==> config.mk <==
export PLATFORM = sky130hd
export DESIGN_NAME = lenient_select_merge
export DESIGN_NICKNAME = d
export VERILOG_FILES = /design/src/rtl/lsm_pkg.sv /design/src/rtl/lsm_drop_track.sv /design/src/rtl/lsm_fire_ctl.sv /design/src/rtl/lenient_select_merge.sv
export SDC_FILE = /design/constraint.sdc
export NUM_CORES = 1
export LEC_CHECK = 0
export CELL_PAD_IN_SITES_DETAIL_PLACEMENT = 1
export CELL_PAD_IN_SITES_GLOBAL_PLACEMENT = 1
export CORE_MARGIN = 4
export CORE_UTILIZATION = 20
export CTS_CLUSTER_SIZE = 30
export DETAILED_ROUTE_END_ITERATION = 8
export PLACE_DENSITY_LB_ADDON = 0.05
export SYNTH_ARGS = -nofsm -noshare
export SYNTH_HDL_FRONTEND = slang
export SYNTH_SLANG_ARGS = --single-unit
export TNS_END_PERCENT = 50
==> constraint.sdc <==
create_clock -name clk -period 3.95 [get_ports clk]
set_input_delay 0.79 -clock clk [delete_from_list [all_inputs] [get_ports clk]]
set_output_delay 0.79 -clock clk [all_outputs]
set_load 0.03 [all_outputs]
==> src/rtl/lsm_pkg.sv <==
package lsm_pkg;

    // Which arm a predicate picks; the value equals the predicate bit.
    typedef enum logic {
        ARM_ELSE = 1'b0,
        ARM_THEN = 1'b1
    } arm_e;

    // Next value of a drop counter given one increment and one decrement.
    function automatic int unsigned drop_next(int unsigned cur, logic inc, logic dec);
        int unsigned n;
        n = cur;
        if (inc) n = n + 1;
        if (dec) n = n - 1;
        return n;
    endfunction

endpackage

==> src/rtl/lsm_drop_track.sv <==
module lsm_drop_track #(
    parameter int DISCARD_MAX = 3,
    localparam int CNT_W = $clog2(DISCARD_MAX + 1)
) (
    input  logic clk,
    input  logic rst,
    input  logic in_valid,
    input  logic fire,
    input  logic is_sel,
    output logic live,
    output logic full,
    output logic ack
);
    logic [CNT_W-1:0] cnt_q;
    logic             owed;
    logic             drop;
    logic             inc;

    assign owed = (cnt_q != '0);
    assign live = in_valid && !owed;
    assign drop = in_valid && owed;
    assign full = (cnt_q == CNT_W'(DISCARD_MAX));
    assign inc  = fire && !is_sel && !live;
    assign ack  = drop || (fire && is_sel) || (fire && !is_sel && live);

    always_ff @(posedge clk) begin
        if (rst) begin
            cnt_q <= '0;
        end else begin
            cnt_q <= CNT_W'(lsm_pkg::drop_next(32'(cnt_q), inc, drop));
        end
    end
endmodule

==> src/rtl/lsm_fire_ctl.sv <==
module lsm_fire_ctl (
    input  logic       sel_valid,
    input  logic       sel_bit,
    input  logic [1:0] live,
    input  logic [1:0] full,
    input  logic       y_ack,
    output logic       y_valid,
    output logic       fire,
    output logic [1:0] is_sel
);
    import lsm_pkg::*;
    arm_e pick;
    arm_e other;

    always_comb begin
        pick      = arm_e'(sel_bit);
        other     = arm_e'(!sel_bit);
        is_sel    = '0;
        is_sel[pick] = 1'b1;
        y_valid   = sel_valid && live[pick] && !full[other];
        fire      = y_valid && y_ack;
    end
endmodule

==> src/rtl/lenient_select_merge.sv <==
module lenient_select_merge #(
    parameter int DATA_W      = 16,
    parameter int DISCARD_MAX = 3
) (
    input  logic              clk,
    input  logic              rst,
    input  logic [DATA_W-1:0] a_data,
    input  logic              a_valid,
    output logic              a_ack,
    input  logic [DATA_W-1:0] b_data,
    input  logic              b_valid,
    output logic              b_ack,
    input  logic              sel_bit,
    input  logic              sel_valid,
    output logic              sel_ack,
    output logic [DATA_W-1:0] y_data,
    output logic              y_valid,
    input  logic              y_ack
);
    localparam int N_ARMS = 2;

    logic [N_ARMS-1:0] arm_valid;
    logic [N_ARMS-1:0] arm_live;
    logic [N_ARMS-1:0] arm_full;
    logic [N_ARMS-1:0] arm_ack;
    logic [N_ARMS-1:0] arm_sel;
    logic              fire;

    // index 1 = then-arm (A), index 0 = else-arm (B)
    assign arm_valid = {a_valid, b_valid};

    lsm_fire_ctl u_ctl (
        .sel_valid (sel_valid),
        .sel_bit   (sel_bit),
        .live      (arm_live),
        .full      (arm_full),
        .y_ack     (y_ack),
        .y_valid   (y_valid),
        .fire      (fire),
        .is_sel    (arm_sel)
    );

    for (genvar g = 0; g < N_ARMS; g++) begin : g_arm
        lsm_drop_track #(.DISCARD_MAX(DISCARD_MAX)) u_trk (
            .clk      (clk),
            .rst      (rst),
            .in_valid (arm_valid[g]),
            .fire     (fire),
            .is_sel   (arm_sel[g]),
            .live     (arm_live[g]),
            .full     (arm_full[g]),
            .ack      (arm_ack[g])
        );
    end

    assign a_ack   = arm_ack[1];
    assign b_ack   = arm_ack[0];
    assign sel_ack = fire;
    assign y_data  = sel_bit ? a_data : b_data;
endmodule

Word level (Yosys, flattened, before mapping)
Cells that the tools add are included.
{"block": "op_classes", "add_sub_neg": 4, "n_lt_le_gt_ge": 3, "eq_ne": 2, "n_mux": 13, "reduce_logical": 30}
{"operator": "1-bit logical AND", "count": 16}
{"operator": "16-bit two-way mux", "count": 1}
{"operator": "2-bit two-way mux", "count": 6}
{"operator": "1-bit zero test", "count": 8}
{"operator": "1-bit two-way mux", "count": 5}
{"operator": "2-bit by 1-bit adder with 2-bit output, second input constant", "count": 2}
{"operator": "2-bit == test, second input constant", "count": 2}
{"operator": "1-bit logical OR", "count": 4}
{"operator": "1-bit by 2-bit less-than comparator with 1-bit output, second input constant", "count": 2}
{"operator": "2-bit nonzero test", "count": 2}
{"operator": "2-bit by 1-bit subtractor with 2-bit output, second input constant", "count": 2}
{"operator": "1-bit demux with 1-bit select", "count": 1}
{"operator": "1-bit greater-or-equal comparator, second input constant", "count": 1}
{"block": "totals", "register_bits": 4, "elab_cells": 54}

Longest topological paths before layout
{"block": "logic_depth", "word_depth": 14, "ltp_mapped": 7, "mapped_depth_nobuf": 7}

By module
From an unflattened synthesis, not the netlist that was laid out.
{"block": "unflattened", "cells_unflattened": 66, "hier_area_um2": 666.9}
{"module": "lsm_drop_track", "instances": 2, "cells_each": 21, "area_per_inst_um2": 187.7, "seq_area_each_um2": 40.0}
{"module": "lenient_select_merge", "instances": 1, "cells_each": 18, "area_per_inst_um2": 249.0, "seq_area_each_um2": 0.0}
{"module": "lsm_fire_ctl", "instances": 1, "cells_each": 6, "area_per_inst_um2": 42.5, "seq_area_each_um2": 0.0}

Worst setup path before layout
OpenSTA, ideal clock, no wires.
{"block": "synth_timing", "path_type": "in2out", "startpoint": "in sel_bit", "endpoint": "out a_ack", "t_arrival_ps": 1947, "path_slack_ps": 1213, "cell_stages": 4, "path_buffers": 1, "path_cell_list": "buf_6 -> o21ai_0 -> nand3_1 -> a21boi_0"}
{"block": "synth_via", "elab_chain_cells": 8, "elab_cells_between_ends": 19, "classes_between": "order compare (2); mux (6); reduce/logical (11)"}
{"item": "start, declared", "line": "lenient_select_merge.sv:13", "text": "input logic sel_bit,"}
{"item": "1-bit by 2-bit less-than comparator with 1-bit output (not written as such) (tied with other cells)", "line": "lsm_fire_ctl.sv:19", "text": "is_sel[pick] = 1'b1;"}
{"item": "1-bit logical AND (not written as such) or 1-bit two-way mux (tied branches)", "line": "lsm_fire_ctl.sv:19, lsm_fire_ctl.sv:20"}
{"item": "1-bit two-way mux (not written as such) (tied with other cells)", "line": "lsm_fire_ctl.sv:19"}
{"item": "1-bit demux with 1-bit select or 1-bit logical AND (tied branches)"}
{"item": "1-bit zero test or 1-bit logical AND (tied branches)", "line": "lsm_drop_track.sv:24, lsm_fire_ctl.sv:21"}
{"item": "1-bit logical AND", "line": "lsm_drop_track.sv:24", "text": "assign ack = drop || (fire && is_sel) || (fire && !is_sel && live);"}
{"item": "1-bit logical AND or 1-bit logical OR (tied branches)", "line": "lsm_drop_track.sv:24"}
{"item": "1-bit logical OR *", "line": "lsm_drop_track.sv:24"}
{"item": "end, declared", "line": "lenient_select_merge.sv:9", "text": "output logic a_ack,"}
Mark *: on every way between the ends. The rest lies on a longest branch, timed or not. The select of a mux whose other input is x is not followed.

Final worst setup path
{"block": "layout_timing", "startpoint": "in b_valid", "endpoint": "out b_ack"}
{"block": "layout_via", "elab_chain_cells": 9, "elab_cells_between_ends": 12, "classes_between": "mux (2); reduce/logical (10)"}
{"item": "start, declared", "line": "lenient_select_merge.sv:11", "text": "input logic b_valid,"}
{"item": "1-bit logical AND", "line": "lsm_drop_track.sv:20", "text": "assign live = in_valid && !owed;"}
{"item": "1-bit two-way mux (not written as such) (2 in series)", "line": "lsm_fire_ctl.sv:20", "text": "y_valid = sel_valid && live[pick] && !full[other];"}
{"item": "1-bit logical AND (2 in series)", "line": "lsm_fire_ctl.sv:20"}
{"item": "1-bit logical AND", "line": "lsm_fire_ctl.sv:21", "text": "fire = y_valid && y_ack;"}
{"item": "1-bit logical AND", "line": "lsm_drop_track.sv:24"}
{"item": "1-bit logical OR or 1-bit logical AND (tied branches)", "line": "lsm_drop_track.sv:24"}
{"item": "1-bit logical OR *", "line": "lsm_drop_track.sv:24"}
{"item": "end, declared", "line": "lenient_select_merge.sv:12", "text": "output logic b_ack,"}
Marks and branches as above.

==> PnR_summary.wiki <==
{| class="wikitable"
! Metric !! Value
|-
| Placement Rows || 19
|-
| Total clock buffers created by CTS || 3
|-
| Peak fanout along the critical path || 4
|-
| Max Buffers Root-to-Sink || 2
|-
| Final Wtd Congestion || roughly 0.72
|-
| Iteration-0 DRC Markers || 6
|-
| Period Utilization, post-route || 87.4%
|-
| Post_cts resized || 0
|-
| Max capacitance violation total || 0
|-
| Cell area after placement || ~1200 µm²
|-
| Total power divided by cell area || 360 nW/µm²
|-
| Worst-Margin Slew || approximately 0.37 ns
|-
| Initial antenna violation count || 0
|-
| Gate count after technology mapping || 70
|-
| Worst Path Required || between 3 and 4 ns
|-
| Total wire length after detailed routing || 2390 µm
|-
| Clock tree sinks || 4
|-
| Syn Nets || roughly 110
|-
| Critical path startpoint category || primary input
|-
| Worst-path clk slew || approximately 0.040 ns
|-
| Part of the total power dissipated in combinational logic || 71.6%
|-
| Clock insertion delay at the later pin of the skew report || 0.23 ns
|-
| Core area || 2810 µm²
|-
| Fin Setup TNS || 0 ns
|-
| Worst EP arrival || roughly 2.7 ns
|-
| Area growth from synthesis to layout || 107%
|-
| Min-delay worst type || reg2reg
|-
| Horiz. Die Dim || between 60 and 70 µm
|-
| Fraction of final layout cells with drive strength greater than 1 || approximately a fifth
|-
| Tmin final || approximately 3.5 ns
|-
| Relative slew slack || 75.2%
|-
| PortBufs || 58
|-
| Setup bufs post-CTS || 0
|-
| Crit Path Class || in2out
|-
| Number of setup violations in the final report || 0
|-
| Sequential cell fraction of total power || between 10% and 20%
|-
| Vias after detailed routing || 729
|-
| Final count of pins violating max slew || 0
|-
| Hold buffer count at CTS || 0
|-
| Reg-to-reg slack, setup || approximately 2.3 ns
|-
| Peak ir drop on the vdd network || about 0.16 mV
|-
| Number of global-route vias before repair || 800
|-
| Maximum level of the CTS H-tree || 1
|-
| Die height || 62.7 µm
|-
| Yosys warning total || 0
|-
| Number of synthesized register bits || 4
|-
| Final clock skew || 0.000863 ns
|-
| Largest registers || g_arm.u_trk.cnt_q: 4 flops
|-
| Final #Nets || 174
|-
| Max reg flops || 4
|-
| Register area share after synthesis || between 10% and 20%
|-
| Post-layout util || between 40% and 50%
|-
| First-pass GRT wire length || between 3000 and 4000 µm
|-
| CTS tree || built
|-
| Summed area of non-filler cells in the final layout || roughly 1200 µm²
|-
| Total Die Area || 3930 µm²
|-
| Initial standard-cell utilization of the core || a little over a fifth
|-
| Mean routed wirelength per cell || roughly 15 µm
|-
| Number of routed nets with antenna violations || 0
|-
| RSZ-0062 raised after global routing || no
|-
| Synthesized area per cell || between 8 and 9 µm²
|-
| Upper clock frequency limit || approximately 0.29 GHz
|-
| Number of failing hold endpoints at the final stage || 0
|-
| Fillcell total || 356
|-
| # diodes || 0
|-
| Switch share || 43.4%
|-
| Total half-perimeter wirelength after legalization and detailed placement || 2170 µm
|-
| Number of unique standard cell types used by synthesis || 24
|-
| Status || completed
|-
| P_sw || between 0.15 and 0.2 mW
|-
| # DRC || 0
|-
| Leakage component of the power || between 0.4 and 0.5 nW
|-
| Register with the most flip-flops || g_arm.u_trk.cnt_q
|-
| Maximum number of pins on one net before global-route repair || 11
|-
| Combined area of all synthesized cells || 598 µm²
|-
| Number of top-level pins || 59
|-
| GR Overflow Total || 0
|-
| Buffer type at the clock tree root || sky130_fd_sc_hd__clkbuf_4
|-
| Part of the total power dissipated in the clock network || around 11%
|-
| First-pass DRT Iterations || 2
|-
| Aggregate global-route resource usage || 12.5%
|-
| Nature of the critical path endpoint || output pin
|-
| Internal portion of total power || 0.252 mW
|-
| Drt via density || around 4.5
|}
## cell usage after synthesis
library cell                n  area [µm²]
sky130_fd_sc_hd__nor2_1     4        15.0
sky130_fd_sc_hd__and2_1     3        18.8
sky130_fd_sc_hd__nand3_1    2        10.0
sky130_fd_sc_hd__nor2b_1    2        12.5
sky130_fd_sc_hd__nand4_1    1        6.26
sky130_fd_sc_hd__dfxtp_1    4        80.1
sky130_fd_sc_hd__xnor2_1    4        35.0
sky130_fd_sc_hd__buf_2      1        5.00
sky130_fd_sc_hd__ha_1       2        25.0
sky130_fd_sc_hd__mux2_2    16         180
sky130_fd_sc_hd__o211ai_1   2        15.0
sky130_fd_sc_hd__buf_6      1        11.3
sky130_fd_sc_hd__mux2i_1    2        20.0
sky130_fd_sc_hd__a21oi_1    1        5.00
sky130_fd_sc_hd__and3_4     1        11.3
sky130_fd_sc_hd__nand4b_2   1        15.0
sky130_fd_sc_hd__a21boi_0   2        15.0
sky130_fd_sc_hd__nand2_1    8        30.0
sky130_fd_sc_hd__nand4b_4   1        23.8
sky130_fd_sc_hd__nand2b_1   2        12.5
sky130_fd_sc_hd__and3b_1    1        8.76
sky130_fd_sc_hd__inv_1      5        18.8
sky130_fd_sc_hd__a21oi_2    1        8.76
sky130_fd_sc_hd__o21ai_0    3        15.0
## through the flow
stage	instances	setup slack, ns	hold WS [ns]	total power, mW
5_1_grt	162	0.380	0.573	0.486
4_1_cts	162	0.471	0.529	0.456
6_report	162	0.499	0.526	0.446
3_3_place_gp	159	0.536	0.505	0.390
3_5_place_dp	159	0.473	0.525	0.400
2_1_floorplan	70	1.21	0.476	0.279
## final timing paths
check,from,to,cells after the start
setup / recovery,b_valid,b_ack,6
setup reg to reg,g_arm[1].u_trk.cnt_q[0],g_arm[1].u_trk.cnt_q[1],7
hold / removal,g_arm[0].u_trk.cnt_q[0],g_arm[0].u_trk.cnt_q[1],2
hold reg to reg,g_arm[0].u_trk.cnt_q[0],g_arm[0].u_trk.cnt_q[1],2
## cell families (layout without fill, tap and decap cells)
| group | count (synthesis) | in the layout | share of synthesized area (%) |
|---|---|---|---|
| buf+inv | 7 | 68 | 5.86 |
| simple gates | 26 | 26 | 27.4 |
| mux | 18 | 18 | 33.5 |
| flops | 4 | 4 | 13.4 |
| xor+xnor | 4 | 4 | 5.86 |
| compound gates | 9 | 9 | 9.83 |
| fa+ha+maj | 2 | 2 | 4.18 |
## power groups by stage
stage	logic, mW	registers [mW]	clock network (mW)
final	0.319	0.0768	0.0500
after global routing	0.351	0.0795	0.0559
after CTS	0.326	0.0768	0.0536
after detailed placement	0.323	0.0775	0
after global placement	0.314	0.0762	0
after floorplan	0.208	0.0714	0
## metal layers
layer  wire length, µm  track usage, %  vias to the layer above
li1                  -               -                      370
met1               787            11.3                      337
met2              1510            27.8                       22
met3                91            1.08                        0
met4                 0            4.13                        0
met5                 0               0                        -
## worst max-delay path: stages
cell and delay (ns):
sky130_fd_sc_hd__clkdlybuf4s50_1 0.52, sky130_fd_sc_hd__nand3_1 0.08, sky130_fd_sc_hd__o21ai_0 0.20, sky130_fd_sc_hd__nand3_1 0.15, sky130_fd_sc_hd__a21boi_0 0.21, sky130_fd_sc_hd__clkdlybuf4s50_1 0.71
## placed cells by master, fill, tap and decap left out, drive strengths merged
master,Yosys,routed
clkdlybuf4s50,0,58
mux2,16,16
nand2,8,8
inv,5,5
nor2,4,4
xnor2,4,4
dfxtp,4,4
o21ai,3,3
and2,3,3
clkbuf,0,3
nand3,2,2
a21boi,2,2
nor2b,2,2
nand2b,2,2
mux2i,2,2
o211ai,2,2
ha,2,2
buf,2,2
nand4b,2,2
a21oi,2,2
nand4,1,1
and3b,1,1
and3,1,1
## area by class of cell
class / instances / area (µm²) / share of cell area, %
repair buffers: 60 / 596 / 48.1
multi-input cells: 59 / 483 / 39.0
flip-flops and latches: 4 / 80.1 / 6.46
well taps: 31 / 38.8 / 3.13
clock buffers: 3 / 22.5 / 1.82
inverters: 5 / 18.8 / 1.52
(Power assumes the default switching activity.)
